$ cat config.mk
export PLATFORM = sky130hd
export DESIGN_NAME = halfword_byte_port
export DESIGN_NICKNAME = d
export VERILOG_FILES = /design/src/rtl/hwpack_pkg.sv /design/src/rtl/hwpack_datapath.sv /design/src/rtl/hwpack_ctrl.sv /design/src/rtl/halfword_byte_port.sv
export SDC_FILE = /design/constraint.sdc
export NUM_CORES = 1
export LEC_CHECK = 0
export ABC_CLOCK_PERIOD_IN_PS = 3100
export CORE_ASPECT_RATIO = 1.5
export CORE_MARGIN = 5
export CORE_UTILIZATION = 47
export DETAILED_ROUTE_END_ITERATION = 12
export MAX_ROUTING_LAYER = met4
export PLACE_DENSITY = 0.87
export SETUP_SLACK_MARGIN = 0.2
export SLEW_MARGIN = 20
export SYNTH_ARGS = -nofsm -noshare
export SYNTH_HDL_FRONTEND = slang
export SYNTH_HIERARCHICAL = 1
export SYNTH_SLANG_ARGS = --single-unit
$ cat constraint.sdc
create_clock -name clk -period 3.1 [get_ports clk]
set_input_delay 0.31 -clock clk [delete_from_list [all_inputs] [get_ports clk]]
set_output_delay 0.31 -clock clk [all_outputs]
set_load 0.01 [all_outputs]
$ cat src/rtl/hwpack_pkg.sv
package hwpack_pkg;
  localparam int STAT_W     = 16;
  localparam int BIT_SINGLE = 15;
  localparam int BIT_OVRUN  = 11;
  localparam int BIT_RXRDY  = 3;
  localparam int BIT_ACCRDY = 2;

  typedef struct packed {
    logic hostRead;
    logic hostWrite;
    logic engPush;
    logic engPop;
  } portStrobe_t;
endpackage

$ cat src/rtl/hwpack_datapath.sv
module hwpack_datapath
  import hwpack_pkg::*;
#(
  parameter int DEPTH  = 4,
  parameter int BYTE_W = 8,
  localparam int PTR_W  = $clog2(DEPTH),
  localparam int LVL_W  = $clog2(DEPTH + 1),
  localparam int HALF_W = 2 * BYTE_W
) (
  input  logic              clk,
  input  logic              rstN,
  input  portStrobe_t       strobe,
  input  logic              bigEndian,
  input  logic [HALF_W-1:0] wrHalf,
  input  logic [BYTE_W-1:0] pushByte,
  output logic [LVL_W-1:0]  level,
  output logic [BYTE_W-1:0] headByte,
  output logic [HALF_W-1:0] rdPacked
);
  logic [BYTE_W-1:0] mem [DEPTH];
  logic [PTR_W-1:0]  rdPtr;
  logic [PTR_W-1:0]  wrIdx0;
  logic [PTR_W-1:0]  wrIdx1;
  logic [BYTE_W-1:0] firstByte;
  logic [BYTE_W-1:0] secondByte;
  logic [BYTE_W-1:0] wrFirst;
  logic [BYTE_W-1:0] wrSecond;
  logic              hasTwo;

  assign wrIdx0     = rdPtr + level[PTR_W-1:0];
  assign wrIdx1     = wrIdx0 + PTR_W'(1);
  assign hasTwo     = level >= LVL_W'(2);
  assign firstByte  = (level != '0) ? mem[rdPtr] : '0;
  assign secondByte = hasTwo ? mem[rdPtr + PTR_W'(1)] : '0;
  assign headByte   = firstByte;
  assign wrFirst    = bigEndian ? wrHalf[HALF_W-1:BYTE_W] : wrHalf[BYTE_W-1:0];
  assign wrSecond   = bigEndian ? wrHalf[BYTE_W-1:0] : wrHalf[HALF_W-1:BYTE_W];
  assign rdPacked   = bigEndian ? {firstByte, secondByte} : {secondByte, firstByte};

  always_ff @(posedge clk) begin
    if (strobe.hostWrite) begin
      mem[wrIdx0] <= wrFirst;
      mem[wrIdx1] <= wrSecond;
    end else if (strobe.engPush) begin
      mem[wrIdx0] <= pushByte;
    end
  end

  always_ff @(posedge clk) begin
    if (!rstN) begin
      rdPtr <= '0;
      level <= '0;
    end else if (strobe.hostRead) begin
      if (level != '0) begin
        rdPtr <= rdPtr + PTR_W'(2);
        level <= hasTwo ? level - LVL_W'(2) : '0;
      end
    end else if (strobe.hostWrite) begin
      level <= level + LVL_W'(2);
    end else if (strobe.engPush) begin
      level <= level + LVL_W'(1);
    end else if (strobe.engPop) begin
      rdPtr <= rdPtr + PTR_W'(1);
      level <= level - LVL_W'(1);
    end
  end

  AST_LEVEL_BOUND: assert property (@(posedge clk) disable iff (!rstN)
    level <= LVL_W'(DEPTH));
  AST_WRITE_ROOM: assert property (@(posedge clk) disable iff (!rstN)
    strobe.hostWrite |-> level <= LVL_W'(DEPTH - 2));
  AST_SINGLE_EMPTIES: assert property (@(posedge clk) disable iff (!rstN)
    (strobe.hostRead && level == LVL_W'(1)) |=> level == '0);
endmodule

$ cat src/rtl/hwpack_ctrl.sv
module hwpack_ctrl
  import hwpack_pkg::*;
#(
  parameter int DEPTH  = 4,
  parameter int BYTE_W = 8,
  localparam int LVL_W  = $clog2(DEPTH + 1),
  localparam int HALF_W = 2 * BYTE_W
) (
  input  logic              clk,
  input  logic              rstN,
  input  logic              hostRdEn,
  input  logic              hostWrEn,
  input  logic              engPushEn,
  input  logic              engPopEn,
  input  logic [LVL_W-1:0]  level,
  input  logic [HALF_W-1:0] rdPacked,
  output portStrobe_t       strobe,
  output logic [HALF_W-1:0] hostRdData,
  output logic [STAT_W-1:0] statSet,
  output logic [STAT_W-1:0] statClr
);
  logic hostBusy;
  logic notEmpty;
  logic isSingle;
  logic drains;

  assign hostBusy = hostRdEn | hostWrEn;
  assign notEmpty = level != '0;
  assign isSingle = level == LVL_W'(1);
  assign drains   = notEmpty && level <= LVL_W'(2);

  always_comb begin
    strobe           = '0;
    strobe.hostRead  = hostRdEn;
    strobe.hostWrite = hostWrEn && !hostRdEn && (level <= LVL_W'(DEPTH - 2));
    strobe.engPush   = engPushEn && !hostBusy && (level < LVL_W'(DEPTH));
    strobe.engPop    = engPopEn && !hostBusy && !strobe.engPush && notEmpty;
  end

  always_ff @(posedge clk) begin
    if (!rstN) begin
      hostRdData <= '0;
      statSet    <= '0;
      statClr    <= '0;
    end else begin
      statSet <= '0;
      statClr <= '0;
      if (hostRdEn) begin
        hostRdData <= notEmpty ? rdPacked : '0;
        if (notEmpty) begin
          statClr[BIT_OVRUN] <= 1'b1;
          if (isSingle) statSet[BIT_SINGLE] <= 1'b1;
          if (drains) begin
            statSet[BIT_ACCRDY] <= 1'b1;
            statClr[BIT_RXRDY]  <= 1'b1;
          end
        end
      end
    end
  end

  AST_EMPTY_READ_QUIET: assert property (@(posedge clk) disable iff (!rstN)
    (hostRdEn && !notEmpty) |=> (statSet == '0 && statClr == '0 && hostRdData == '0));
  AST_DRAIN_FLAGS: assert property (@(posedge clk) disable iff (!rstN)
    (hostRdEn && drains) |=> (statSet[BIT_ACCRDY] && statClr[BIT_RXRDY]));
  AST_SINGLE_FLAG: assert property (@(posedge clk) disable iff (!rstN)
    (hostRdEn && isSingle) |=> statSet[BIT_SINGLE]);
  AST_PULSE_ONE_CYCLE: assert property (@(posedge clk) disable iff (!rstN)
    !hostRdEn |=> (statSet == '0 && statClr == '0));
  AST_ENGINE_EXCLUSIVE: assert property (@(posedge clk) disable iff (!rstN)
    hostBusy |-> !(strobe.engPush || strobe.engPop));
endmodule

$ cat src/rtl/halfword_byte_port.sv
module halfword_byte_port
  import hwpack_pkg::*;
#(
  parameter int DEPTH  = 4,
  parameter int BYTE_W = 8,
  localparam int LVL_W  = $clog2(DEPTH + 1),
  localparam int HALF_W = 2 * BYTE_W
) (
  input  logic              clk,
  input  logic              rstN,
  input  logic              hostWrEn,
  input  logic              hostRdEn,
  input  logic [HALF_W-1:0] hostWrData,
  output logic [HALF_W-1:0] hostRdData,
  input  logic              bigEndian,
  input  logic              engPushEn,
  input  logic [BYTE_W-1:0] engPushData,
  input  logic              engPopEn,
  output logic [BYTE_W-1:0] engPopData,
  output logic              engPopValid,
  output logic [LVL_W-1:0]  fifoLevel,
  output logic [STAT_W-1:0] statSet,
  output logic [STAT_W-1:0] statClr
);
  portStrobe_t       strobe;
  logic [HALF_W-1:0] rdPacked;

  hwpack_ctrl #(.DEPTH(DEPTH), .BYTE_W(BYTE_W)) uCtrl (
    .clk(clk), .rstN(rstN),
    .hostRdEn(hostRdEn), .hostWrEn(hostWrEn),
    .engPushEn(engPushEn), .engPopEn(engPopEn),
    .level(fifoLevel), .rdPacked(rdPacked),
    .strobe(strobe), .hostRdData(hostRdData),
    .statSet(statSet), .statClr(statClr)
  );

  hwpack_datapath #(.DEPTH(DEPTH), .BYTE_W(BYTE_W)) uData (
    .clk(clk), .rstN(rstN), .strobe(strobe),
    .bigEndian(bigEndian), .wrHalf(hostWrData), .pushByte(engPushData),
    .level(fifoLevel), .headByte(engPopData), .rdPacked(rdPacked)
  );

  assign engPopValid = fifoLevel != '0;
endmodule

# [After elaboration in Yosys (flattened, before gate mapping)]
# Memories as Yosys holds them, arrays and structs flattened. A register that Yosys moved wholly into a read port is not among the register bits.
# Index checks and enable logic that the tools add are counted.
[op_classes] add_sub_neg=8 order_cmp=3 n_eq_ne=4 n_mux=30 bitwise_logic=2 n_reduce_logical=18
[op_table] operator="$mux 8" count=5
[op_table] operator="$mux 16" count=2
[op_table] operator="$mux 3" count=6
[op_table] operator="$mux 2" count=7
[op_table] operator="$mux 1" count=10
[op_table] operator="$logic_and 1x1->1" count=8
[op_table] operator="$add 2x1->2 const B" count=2
[op_table] operator="$ne 2x2->1 const B" count=2
[op_table] operator="$reduce_and 2->1" count=2
[op_table] operator="$reduce_and 4->1" count=1
[op_table] operator="$reduce_bool 4->1" count=1
[op_table] operator="$add 3x1->3 const B" count=1
[op_table] operator="$add 3x2->3 const B" count=1
[op_table] operator="$eq 3x1->1 const B" count=1
[op_table] operator="$ge 3x2->1 const B" count=1
[op_table] operator="$le 3x2->1 const B" count=1
[op_table] operator="$logic_not 1->1" count=3
[op_table] operator="$lt 3x3->1 const B" count=1
[op_table] operator="$reduce_and 3->1" count=1
[op_table] operator="$reduce_bool 3->1" count=1
[op_table] operator="$sub 3x1->3 const B" count=1
[op_table] operator="$sub 3x2->3 const B" count=1
[op_table] operator="$add 2x2->2" count=1
[op_table] operator="$add 2x2->2 const B" count=1
[op_table] operator="other kinds (3)" count=4
[word_totals] reg_bits=52 ramBits=32 in_bits=31 elab_cells=74 memories=1
[mem_list] memory="uData.mem" depth=4 width=8 read_ports=2 rd_ports_with_merged_regs=1 wr=2 line_no="hwpack_datapath.sv:20" source="logic [BYTE_W-1:0] mem [DEPTH];"

# [Depth between registers and ports, before layout]
# Gate-level depths: netlist of run 1.
[depth] depth_word=13 depth_mapped=8 mapped_depth_nobuf=7

# [Hierarchy]
# Netlist of run 1, hierarchy kept.
[by_module_without_submodules] module="hwpack_datapath" instances=1 cells_each=344 area_each_um2=3360.7
[by_module_without_submodules] module="hwpack_ctrl" instances=1 cells_each=82 area_each_um2=880.8
[by_module_without_submodules] module="halfword_byte_port" instances=1 cells_each=1 area_each_um2=6.3

# [Worst setup path after synthesis of run 1]
# OpenSTA, ideal clock, no wires.
[synth_path] path_kind="register to register" start="register uData.level[0]" end="memory uData.mem[0][0] (enable)" arrival_ns=2.708 required_time_ns=2.713 setup_slack_ns=0.005 path_stages_with_launch=5 path_buffers=1 synth_period_minus_slack_ns=3.095 cell_sequence="dfxtp_1 a2111oi_0 buf_2 nor2_1 o31ai_1"
[synth_rtl] item="start, declared" line_no="hwpack_datapath.sv:16" source="output logic [LVL_W-1:0] level,"
[synth_rtl] item="start signal, assigned" line_no="hwpack_datapath.sv:56" source="level <= hasTwo ? level - LVL_W'(2) : '0;"
[synth_rtl] item="start signal, assigned" line_no="hwpack_datapath.sv:59" source="level <= level + LVL_W'(2);"
[synth_rtl] item="start signal, assigned" line_no="hwpack_datapath.sv:61" source="level <= level + LVL_W'(1);"
[synth_rtl] item="end, declared" line_no="hwpack_datapath.sv:20"

==> impl_metrics.tcl, run 1 <==
set metrics [dict create \
    number_of_buffers_created_by_cts 9 \
    drt-wirelength-per-cell_um 18.10 \
    initial_utilization_pct 48.12 \
    drt-pass1-iter-count 4 \
    cts.reportedPaths.clkPinSlew_ns 0.05 \
    number_of_nets_with_antenna_violations_after_routing 0 \
    critPathSlowestCell "dfxtp_1" \
    core_region_area_um2 8828 \
    synth_top_area_share_pct 22.62 \
    power.switching_mw 0.9014 \
    layout.core_utilization_pct 57.81 \
    max-cap-violations 0 \
    placementRows 42 \
    worst_clock_skew_ns 0.007289 \
    global_route.usage.met2_pct 32.77 \
    worst-endpoint-arrival_ns 2.87 \
    critical_path_fanouts_max 13 \
    htree_num_levels 3 \
    gr-usage-met3_pct 3.569 \
    drc_errors 0 \
    post_synth_mux_area_share_pct 10.60 \
    post_synth_and_or_nand_nor_area_fraction_pct 15.88 \
    grtUsageMet1_pct 22.29 \
    ys.flop_type "edfxtp_1" \
    yosysMostFrequentCell "nor2_1" \
    report.power.total_mw 2.856 \
    finish.net_count 512 \
    area.growth.synth_to_final_pct 20.15 \
    synthesis.instances 427 \
    fraction_of_registers_with_async_set_reset_pct 0 \
    fraction_of_power_consumed_by_combinational_cells_pct 33.8 \
    finalSetupViolCount 0 \
    synth.yosys.warnings 6 \
    cts_buffer_depth 2 \
    endpoint_kind "flip-flop" \
    synth_fa_ha_area_share_pct 1.060 \
    detail_route.vias_per_cell 6.130 \
    filler_cell_count 769 \
    rsz0062_at_grt "true" \
    ys_seq_elements 58 \
    yosysSeqAreaShare_pct 34.87 \
    timing.critical_path.required_ns 3.16 \
    cts.root.buffer_cell "clkbuf_16" \
    initial_antenna_violation_count 0 \
    finalHoldViolations 0 \
    maxSlewHeadroom_pct 29.87 \
    cp_cell_sequence "ha_1 > xor3_1 > o21ai_4 > o22ai_1 > a2111oi_1" \
    tritoncts "yes" \
    hold_path_depth 1 \
    fraction_of_layout_instances_using_a_drive_strength_above_1_pct 19.33 \
    die_area_um2 11080 \
    time_the_final_worst_path_needs_with_i_o_delays_and_setup_ns 2.816 \
    detailroute.via_count 3623 \
    power_density_nw_per_um2 559.7 \
    boundaryPins 91 \
    slowest_delay_ns 0.63 \
    finalHoldWorstSlack_ns 0.4785 \
    power_frac_clock_pct 32.1 \
    via_count_of_the_first_global_routing_pass 3403 \
    critPathKind "reg -> reg" \
    global_route.peak_usage_layer "met2" \
    placer_congestion 0.9712 \
    chipHeight_um 126.4 \
    postCtsSetupBuffers 0 \
    syn-cell-area_um2 4248 \
    p_int_mw 1.955 \
    worst-r2r-cell-count 5 \
    synth_edf_count 32 \
    synth_xor_area_share_pct 1.944 \
    num_antenna_cells 0 \
    dpl.hpwl_um 8027 \
    share_of_the_synthesized_area_in_compound_gates_ao_oa_aoi_oai_pct 24.45 \
    finalCritPeriodShare_pct 90.84 \
    setup_total_negative_slack_ns 0 \
    status "complete, no violations" \
    hold_class "reg -> reg" \
    synth_top_cells_by_count "49 x nor2_1, 32 x edfxtp_1, 30 x buf_4, 30 x nor3_1, 28 x o22ai_1" \
    grt_first_pass_wirelength_um 16860 \
    numClockSinks 58 \
    syn-mean-instance-area_um2 9.948 \
    worstSkewPairLatency_ns 0.33 \
    io_buffer_count 62 \
    gr-total-overflow 0 \
    p_seq_share_pct 34.1 \
    cell_leakage_power_nw 1.822 \
    maximum_vdd_ir_drop_mv 0.4204 \
    drt_iter0_drc 209 \
    fmax_mhz 355.1 \
    transition_time_at_the_pin_with_the_least_slew_margin_ns 1.052 \
    groute.usage.overall_pct 19.84 \
    setup.worst_path.start_class "flip-flop" \
    synth_top_family_by_area "compound AO/OA/AOI/OAI gates" \
    grt_start_max_net_pins 104 \
    finalMaxSlewViolations 0 \
    routed_wire_length_um 10700 \
    synth.distinct_cells 52 \
    synth.largest_area_cell "edfxtp_1" \
    fp.dieW_um 87.62 \
    p_sw_share_pct 31.56 \
    synth_area_leaders "edfxtp_1 23%, dfxtp_1 12%, mux4_2 8.5%" \
]
worst max-delay path: cells and delay by family, from the launching register on:
| family | cells | cell delay, ns |
|---|---|---|
| AO/OA/AOI/OAI | 3 | 1.10 |
| XOR/XNOR | 1 | 0.52 |
| flip-flops | 1 | 0.63 |
| adder cells (fa/ha/maj) | 1 | 0.30 |
area by class of cell:
type                    instances  area (um^2)  share of cell area [%]
clock buffers                   9        225.2                   4.413
repair buffers                 79        745.7                   14.61
multi-input cells             315         2410                   47.22
clock inverters                 5        47.55                  0.9316
well taps                     110        137.6                   2.697
flip-flops and latches         58         1481                   29.03
inverters                      15        56.30                   1.103
kinds of logic (layout without fill, tap and decap cells):
| group | after synthesis | count (layout) |
|---|---|---|
| compound gates | 114 | 114 |
| xor+xnor | 6 | 6 |
| fa+ha+maj | 3 | 3 |
| buf+inv | 81 | 108 |
| flops | 58 | 58 |
| mux | 24 | 24 |
| other cells | 1 | 28 |
| simple gates | 140 | 140 |
metrics by stage:
step | setup WS [ns] | cell area (um^2) | std cells
floorplan | 0.2568 | 4350 | 454
global placement | 0.06424 | 4823 | 577
detailed placement | 0.1008 | 4823 | 577
CTS | 0.3767 | 5096 | 591
global route | 0.1585 | 5104 | 591
finish | 0.2841 | 5104 | 591
cell usage in the layout, fill, tap and decap left out, types with 6 or more instances in the layout:
cell type,count
edfxtp_1,32
o21ai_1,9
a22o_1,9
a2111oi_2,23
a2111oi_1,6
buf_4,18
nor2_1,49
dfxtp_1,26
conb_1,28
or3_1,9
a22o_2,7
o22ai_1,28
mux2_2,8
nor3_1,30
nand2_1,20
o21ai_0,10
mux4_2,16
nand3_1,16
clkbuf_16,9
clkdlybuf4s50_1,61
inv_1,15
state kept, by name, indices dropped and copies added, names as in the netlist, named ones only:
| register | count |
|---|---|
| uCtrl/statClr | 2 |
| uData/rdPtr | 2 |
| uData/mem | 32 |
| uData/level | 3 |
| uCtrl/hostRdData | 16 |
| uCtrl/statSet | 1 |
repair_timing:
action | 4_1_cts | 5_1_grt
setup endpoints to repair | 0 | 2
resized for setup | 0 | 1
hold buffers | 0 | 0
power by group through the flow:
stage / sequential (mW) / clock, mW / combinational [mW]
floorplan: 0.978 / 0 / 0.674
global placement: 0.981 / 0 / 0.923
detailed placement: 0.989 / 0 / 0.952
CTS: 0.974 / 0.918 / 0.958
global route: 0.983 / 0.951 / 1.05
finish: 0.974 / 0.916 / 0.967
routing by layer:
metal,routed length (um),vias to the layer above
met5,0,-
met4,569,0
met3,848,57
met2,5359,207
met1,3919,1667
li1,-,1692
final timing paths:
path	from	to	slack [ns]
max	uData/level[0]	uData/mem[1][7]	0.28
min	uCtrl/hostRdData[0]	uCtrl/hostRdData[0]	0.48
max reg2reg	uData/level[0]	uData/mem[1][7]	0.28
min reg2reg	uCtrl/hostRdData[0]	uCtrl/hostRdData[0]	0.48
No activity file was read; power rests on OpenSTA's default activity.
==> run 2, diff against run 1 <==
--- a/config.mk
+++ b/config.mk
@@ -16,5 +16,4 @@
 export SLEW_MARGIN = 20
 export SYNTH_ARGS = -nofsm -noshare
 export SYNTH_HDL_FRONTEND = slang
-export SYNTH_HIERARCHICAL = 1
 export SYNTH_SLANG_ARGS = --single-unit
==> run 2 against run 1 <==
Effect of this change:
- cell area is 0.71% higher
- fmax is 2.0% higher
- critical path depth is 2 higher
- die area is 1.1% higher
- wire length is 0.38% lower
- first-iteration DRC count stayed put
- clock skew is 0.0037 ns lower
- non-clock buffer count is 2 lower
- hold slack worse by 0.028 ns
- cell count is 3.9% higher
- largest cell class unchanged
==> impl_metrics.tcl, run 2 <==
set metrics [dict create \
    finish.net_count 539 \
    drc_errors 0 \
    drt-wirelength-per-cell_um 17.35 \
    fraction_of_layout_instances_using_a_drive_strength_above_1_pct 15.67 \
    timing.critical_path.from "uData.level[2]" \
    via_count_of_the_first_global_routing_pass 3529 \
    ys.flop_type "edfxtp_1" \
    syn-mean-instance-area_um2 9.749 \
    final_cell_mix "61 x clkdlybuf4s50_1, 57 x nand2_1, 51 x o21ai_0, 49 x nor2_1, 32 x edfxtp_1" \
    fp.dieW_um 88.09 \
    grtUsageMet1_pct 22.41 \
    synth_top_cells_by_count "57 x nand2_1, 51 x o21ai_0, 49 x nor2_1" \
    synthesis.instances 441 \
    worst-endpoint-arrival_ns 2.82 \
    number_of_buffers_created_by_cts 9 \
    synth_area_leaders "edfxtp_1 22%, dfxtp_1 12%, o21ai_0 5.9%" \
    finalHoldWorstSlack_ns 0.4507 \
    syn-cell-area_um2 4299 \
    finalCritPeriodShare_pct 89.06 \
    critPathKind "reg -> reg" \
    placer_congestion 0.8494 \
    initial_utilization_pct 48.41 \
    detailroute.via_count 3566 \
    synth.yosys.warnings 0 \
    number_of_nets_with_antenna_violations_after_routing 0 \
    fmax_mhz 362.2 \
    worstHoldStart "uCtrl.hostRdData[0]" \
    global_route.peak_usage_layer "met2" \
    drt_iter0_drc 209 \
    dpl.hpwl_um 7707 \
    largest_register_ffs 32 \
    die_area_um2 11200 \
    maxSlewHeadroom_pct 32.37 \
    fraction_of_registers_with_async_set_reset_pct 0 \
    synth.largest_area_cell "edfxtp_1" \
    detail_route.vias_per_cell 5.808 \
    final_common_cell "clkdlybuf4s50_1" \
    time_the_final_worst_path_needs_with_i_o_delays_and_setup_ns 2.761 \
    chipHeight_um 127.1 \
    transition_time_at_the_pin_with_the_least_slew_margin_ns 1.012 \
    rrSetupSlack_ns 0.34 \
    routed_wire_length_um 10660 \
    worst_clock_skew_ns 0.003573 \
    setup_total_negative_slack_ns 0 \
    maximum_vdd_ir_drop_mv 0.2711 \
    gr-usage-met3_pct 3.093 \
    placementRows 42 \
    synth.distinct_cells 51 \
    synth_edf_count 32 \
    synth_top_area_share_pct 22.35 \
    io_buffer_count 62 \
    groute.usage.overall_pct 20.05 \
    filler_cell_count 757 \
    hold_class "reg -> reg" \
    numClockSinks 58 \
    initial_antenna_violation_count 0 \
    critical_path_fanouts_max 33 \
    status "complete, no violations" \
    finalSetupViolCount 0 \
    power_density_nw_per_um2 490.8 \
    global_route.usage.met2_pct 34.24 \
    area.growth.synth_to_final_pct 19.56 \
    biggestRegsByFlops "uData.mem (32), uCtrl.hostRdData (16), uData.level (3)" \
    grt_first_pass_wirelength_um 16970 \
    dp_slack_ns 0.2630 \
    setup.worst_path.start_class "flip-flop" \
    boundaryPins 91 \
    largest_register "uData.mem" \
    layout.core_utilization_pct 57.88 \
    yosysSeqAreaShare_pct 34.46 \
    worstSkewPairLatency_ns 0.33 \
    post-route-worst-setup-slack_ns 0.3392 \
    core_region_area_um2 8881 \
    ys_seq_elements 58 \
    cts_buffer_depth 2 \
    timing.critical_path.required_ns 3.16 \
    drt-pass1-iter-count 5 \
    finalMaxSlewViolations 0 \
    yosysMostFrequentCell "nand2_1" \
    endpoint_kind "flip-flop" \
    cell_leakage_power_nw 1.849 \
    cts.root.buffer_cell "clkbuf_16" \
    htree_num_levels 3 \
    gr-total-overflow 0 \
    finalHoldViolations 0 \
    rsz0062_at_grt "false" \
    max-cap-violations 0 \
    r2r-start "uData.level[2]" \
    cts.reportedPaths.clkPinSlew_ns 0.05 \
    grt_start_max_net_pins 49 \
    tritoncts "yes" \
    num_antenna_cells 0 \
]
run 2: cell types whose count changed after synthesis, sizes merged, moves of 15 or more:
| cell | delta |
|---|---|
| o22ai | -28 |
| a22o | -16 |
| nor3 | -24 |
| nand3 | -15 |
| nand2 | +36 |
| mux2i | +17 |
| o21ai | +34 |
run 2: where the power goes:
part / internal, mW / total [mW] / switching (mW)
Clock: 0.537 / 0.875 / 0.337
Combinational: 0.331 / 0.701 / 0.370
Sequential: 0.897 / 0.947 / 0.0498
Total: 1.77 / 2.52 / 0.757
run 2: timing repair:
action,CTS,global route
buffers inserted,0,2
endpoints found under the setup margin,0,11
gates resized for setup,0,3
hold endpoints to repair,0,0
hold buffers,0,0
run 2: worst paths after layout:
kind | end | depth (start not counted)
setup / recovery | uData.mem[2][1] | 7
hold / removal | uCtrl.hostRdData[0] | 2
setup reg to reg | uData.mem[2][1] | 7
hold reg to reg | uCtrl.hostRdData[0] | 2
run 2: critical path, cell delays in order, from the launching register on:
cell and delay [ns]:
dfxtp_2 0.36, inv_1 0.18, ha_1 0.24, mux2_2 0.46, nor4_4 0.22, buf_4 0.34, o21ai_0 0.13, a2111oi_1 0.55
run 2: final cells by class:
class / instances / area, um^2 / share of cell area (%)
clock buffers: 13 / 240.2 / 4.674
clock inverters: 3 / 17.52 / 0.3408
inverters: 8 / 30.03 / 0.5842
multi-input cells: 345 / 2491 / 48.47
flip-flops and latches: 58 / 1483 / 28.85
well taps: 110 / 137.6 / 2.678
repair buffers: 77 / 740.7 / 14.41
run 2: logic make-up (layout without fill, tap and decap cells):
kind of cell / Yosys count / in the layout / share of synthesized area [%]
flops: 58 / 58 / 34.46
mux: 34 / 34 / 13.30
buf+inv: 65 / 101 / 10.01
xor+xnor: 4 / 4 / 1.542
simple gates: 167 / 167 / 20.23
other cells: 1 / 28 / 0.08723
fa+ha+maj: 9 / 9 / 2.619
compound gates: 103 / 103 / 17.75
run 2: layer usage:
layer  vias to the layer above  wire, um
li1                       1685         -
met1                      1674      3946
met2                       179      5600
met3                        28       773
met4                         0       335
met5                         -         0
run 2: metrics by stage:
stage	power [mW]	cells	area, um^2
floorplan	1.435	468	4400
global placement	1.614	596	4863
detailed placement	1.650	596	4863
CTS	2.521	612	5121
global route	2.634	614	5140
finish	2.523	614	5140
==> run 3, diff against run 2 <==
--- a/config.mk
+++ b/config.mk
@@ -11,7 +11,8 @@
 export CORE_UTILIZATION = 47
 export DETAILED_ROUTE_END_ITERATION = 12
 export MAX_ROUTING_LAYER = met4
-export PLACE_DENSITY = 0.87
+export PLACE_DENSITY = 0.84
+export REMOVE_ABC_BUFFERS = 1
 export SETUP_SLACK_MARGIN = 0.2
 export SLEW_MARGIN = 20
 export SYNTH_ARGS = -nofsm -noshare
==> run 3 against run 2 <==
Effect of this change:
- hold slack better by 0.0014 ns
- largest cell class unchanged
- clock power up 28%
- wire length down 2.4%
- cell count down 0.16%
- critical endpoint is now uData.mem[1][3]
- register-to-register slack better by 0.05 ns
- count of clock-buffer cells in the layout down 2
==> impl_metrics.tcl, run 3 (same netlist as run 2, synthesis figures left out) <==
set metrics [dict create \
    maxSlewHeadroom_pct 34.52 \
    finalSetupViolCount 0 \
    cts.reportedPaths.clkPinSlew_ns 0.05 \
    number_of_buffers_created_by_cts 9 \
    rsz0062_at_grt "true" \
    timing.critical_path.required_ns 3.18 \
    critPathKind "reg -> reg" \
    drt-wirelength-per-cell_um 16.96 \
    routed_wire_length_um 10400 \
    cts_buffer_depth 2 \
    largest_register "uData.mem" \
    placer_congestion 0.8716 \
    largest_register_ffs 32 \
    dp.cells 594 \
    finalMaxSlewViolations 0 \
    cts_hold_repair.buffers 0 \
    worst-endpoint-arrival_ns 2.78 \
    dpl.hpwl_um 7726 \
    finish.net_count 538 \
    time_the_final_worst_path_needs_with_i_o_delays_and_setup_ns 2.708 \
    detail_route.vias_per_cell 5.763 \
    drt-pass1-iter-count 6 \
    finalHoldViolations 0 \
    power_density_nw_per_um2 528.5 \
    chipHeight_um 127.1 \
    placementRows 42 \
    biggestRegsByFlops "uData.mem (32), uCtrl.hostRdData (16), uData.level (3)" \
    gr-total-overflow 0 \
    die_area_um2 11200 \
    initial_utilization_pct 48.41 \
    setup.worst_path.start_class "flip-flop" \
    fmax_mhz 369.3 \
    num_antenna_cells 0 \
    report.power.total_mw 2.768 \
    worst_clock_skew_ns 0.005271 \
    number_of_nets_with_antenna_violations_after_routing 0 \
    numClockSinks 58 \
    via_count_of_the_first_global_routing_pass 3336 \
    drc_errors 0 \
    hold_class "reg -> reg" \
    finalCritPeriodShare_pct 87.34 \
    final_cell_mix "61 x clkdlybuf4s50_1, 57 x nand2_1, 51 x o21ai_0, 49 x nor2_1, 32 x edfxtp_1" \
    fp.dieW_um 88.09 \
    detailroute.via_count 3533 \
    max-cap-violations 0 \
    endpoint_kind "flip-flop" \
    final-instance-count-excl-fill 613 \
    fraction_of_layout_instances_using_a_drive_strength_above_1_pct 16.30 \
    cell_leakage_power_nw 1.887 \
    htree_num_levels 3 \
    tritoncts "yes" \
    maximum_vdd_ir_drop_mv 0.3194 \
    drt_iter0_drc 260 \
    grt_first_pass_wirelength_um 16170 \
    cts.root.buffer_cell "clkbuf_16" \
    transition_time_at_the_pin_with_the_least_slew_margin_ns 0.9802 \
    grt_start_max_net_pins 49 \
    io_buffer_count 62 \
    core_region_area_um2 8881 \
    status "complete, no violations" \
    final_common_cell "clkdlybuf4s50_1" \
    initial_antenna_violation_count 0 \
    boundaryPins 91 \
    critical_path_fanouts_max 32 \
    worstSkewPairLatency_ns 0.33 \
    groute.usage.overall_pct 19.14 \
    area.growth.synth_to_final_pct 21.86 \
]
==> run 3: changes by cell type in the layout (fill, tap and decap cells not counted), sizes merged <==
cell | previous run | this run
clkbuf | 13 | 11
bufinv | 0 | 3
buf | 16 | 15
clkinv | 2 | 1
==> run 3: per-layer routing <==
metal	routed length [um]	track usage [%]
met2	5533	32.50
met5	0	-
met3	686	4.446
met4	365	10.14
met1	3814	20.31
==> run 3: area by class of cell <==
cell class	count	area [um^2]
Fill cell	696	3642
Multi-Input combinational cell	345	2504
Clock buffer	11	232.7
Inverter	8	30.03
Sequential cell	58	1483
Timing Repair Buffer	76	749.5
Tap cell	110	137.6
Clock inverter	5	102.6
==> run 3: critical path, stage by stage, from the launching register on <==
cell       delay (ns)
dfxtp_2          0.36
inv_1            0.18
ha_1             0.23
mux2_2           0.47
nor4_4           0.26
buf_4            0.33
o21ai_0          0.11
a2111oi_0        0.48
==> run 3: power by group <==
part | switching, mW | internal [mW] | leakage (nW)
sequential | 0.0482 | 0.896 | 0.503
clock | 0.341 | 0.783 | 0.160
combinational | 0.369 | 0.331 | 1.22
total | 0.759 | 2.01 | 1.89
==> run 3: timing repair <==
action                     in CTS  in global routing
pin swaps                       0                  1
resized for setup               1                  5
cloned                          0                  0
setup endpoints to repair       1                 22
buffers inserted                0                  3
==> run 3: path summary, 6_finish.rpt <==
path	startpoint	to	slack, ns	cells after the start
setup / recovery	uData.level[2]	uData.mem[1][3]	0.39	7
hold / removal	uCtrl.hostRdData[8]	uCtrl.hostRdData[8]	0.45	2
setup reg to reg	uData.level[2]	uData.mem[1][3]	0.39	7
hold reg to reg	uCtrl.hostRdData[8]	uCtrl.hostRdData[8]	0.45	2
==> run 3: per-stage QoR <==
step / utilization, % / area [um^2] / hold WS [ns] / worst slack (ns) / TNS [ns]
2_1_floorplan: - / 4000 / 0.4725 / -0.08382 / -0.7491
3_3_place_gp: 54.80 / 4867 / 0.4360 / 0.3341 / 0
3_5_place_dp: 54.80 / 4867 / 0.4470 / 0.1969 / 0
4_1_cts: 58.59 / 5204 / 0.4592 / 0.2511 / 0
5_1_grt: 58.99 / 5239 / 0.4903 / 0.1832 / 0
6_report: 58.99 / 5239 / 0.4521 / 0.3924 / 0
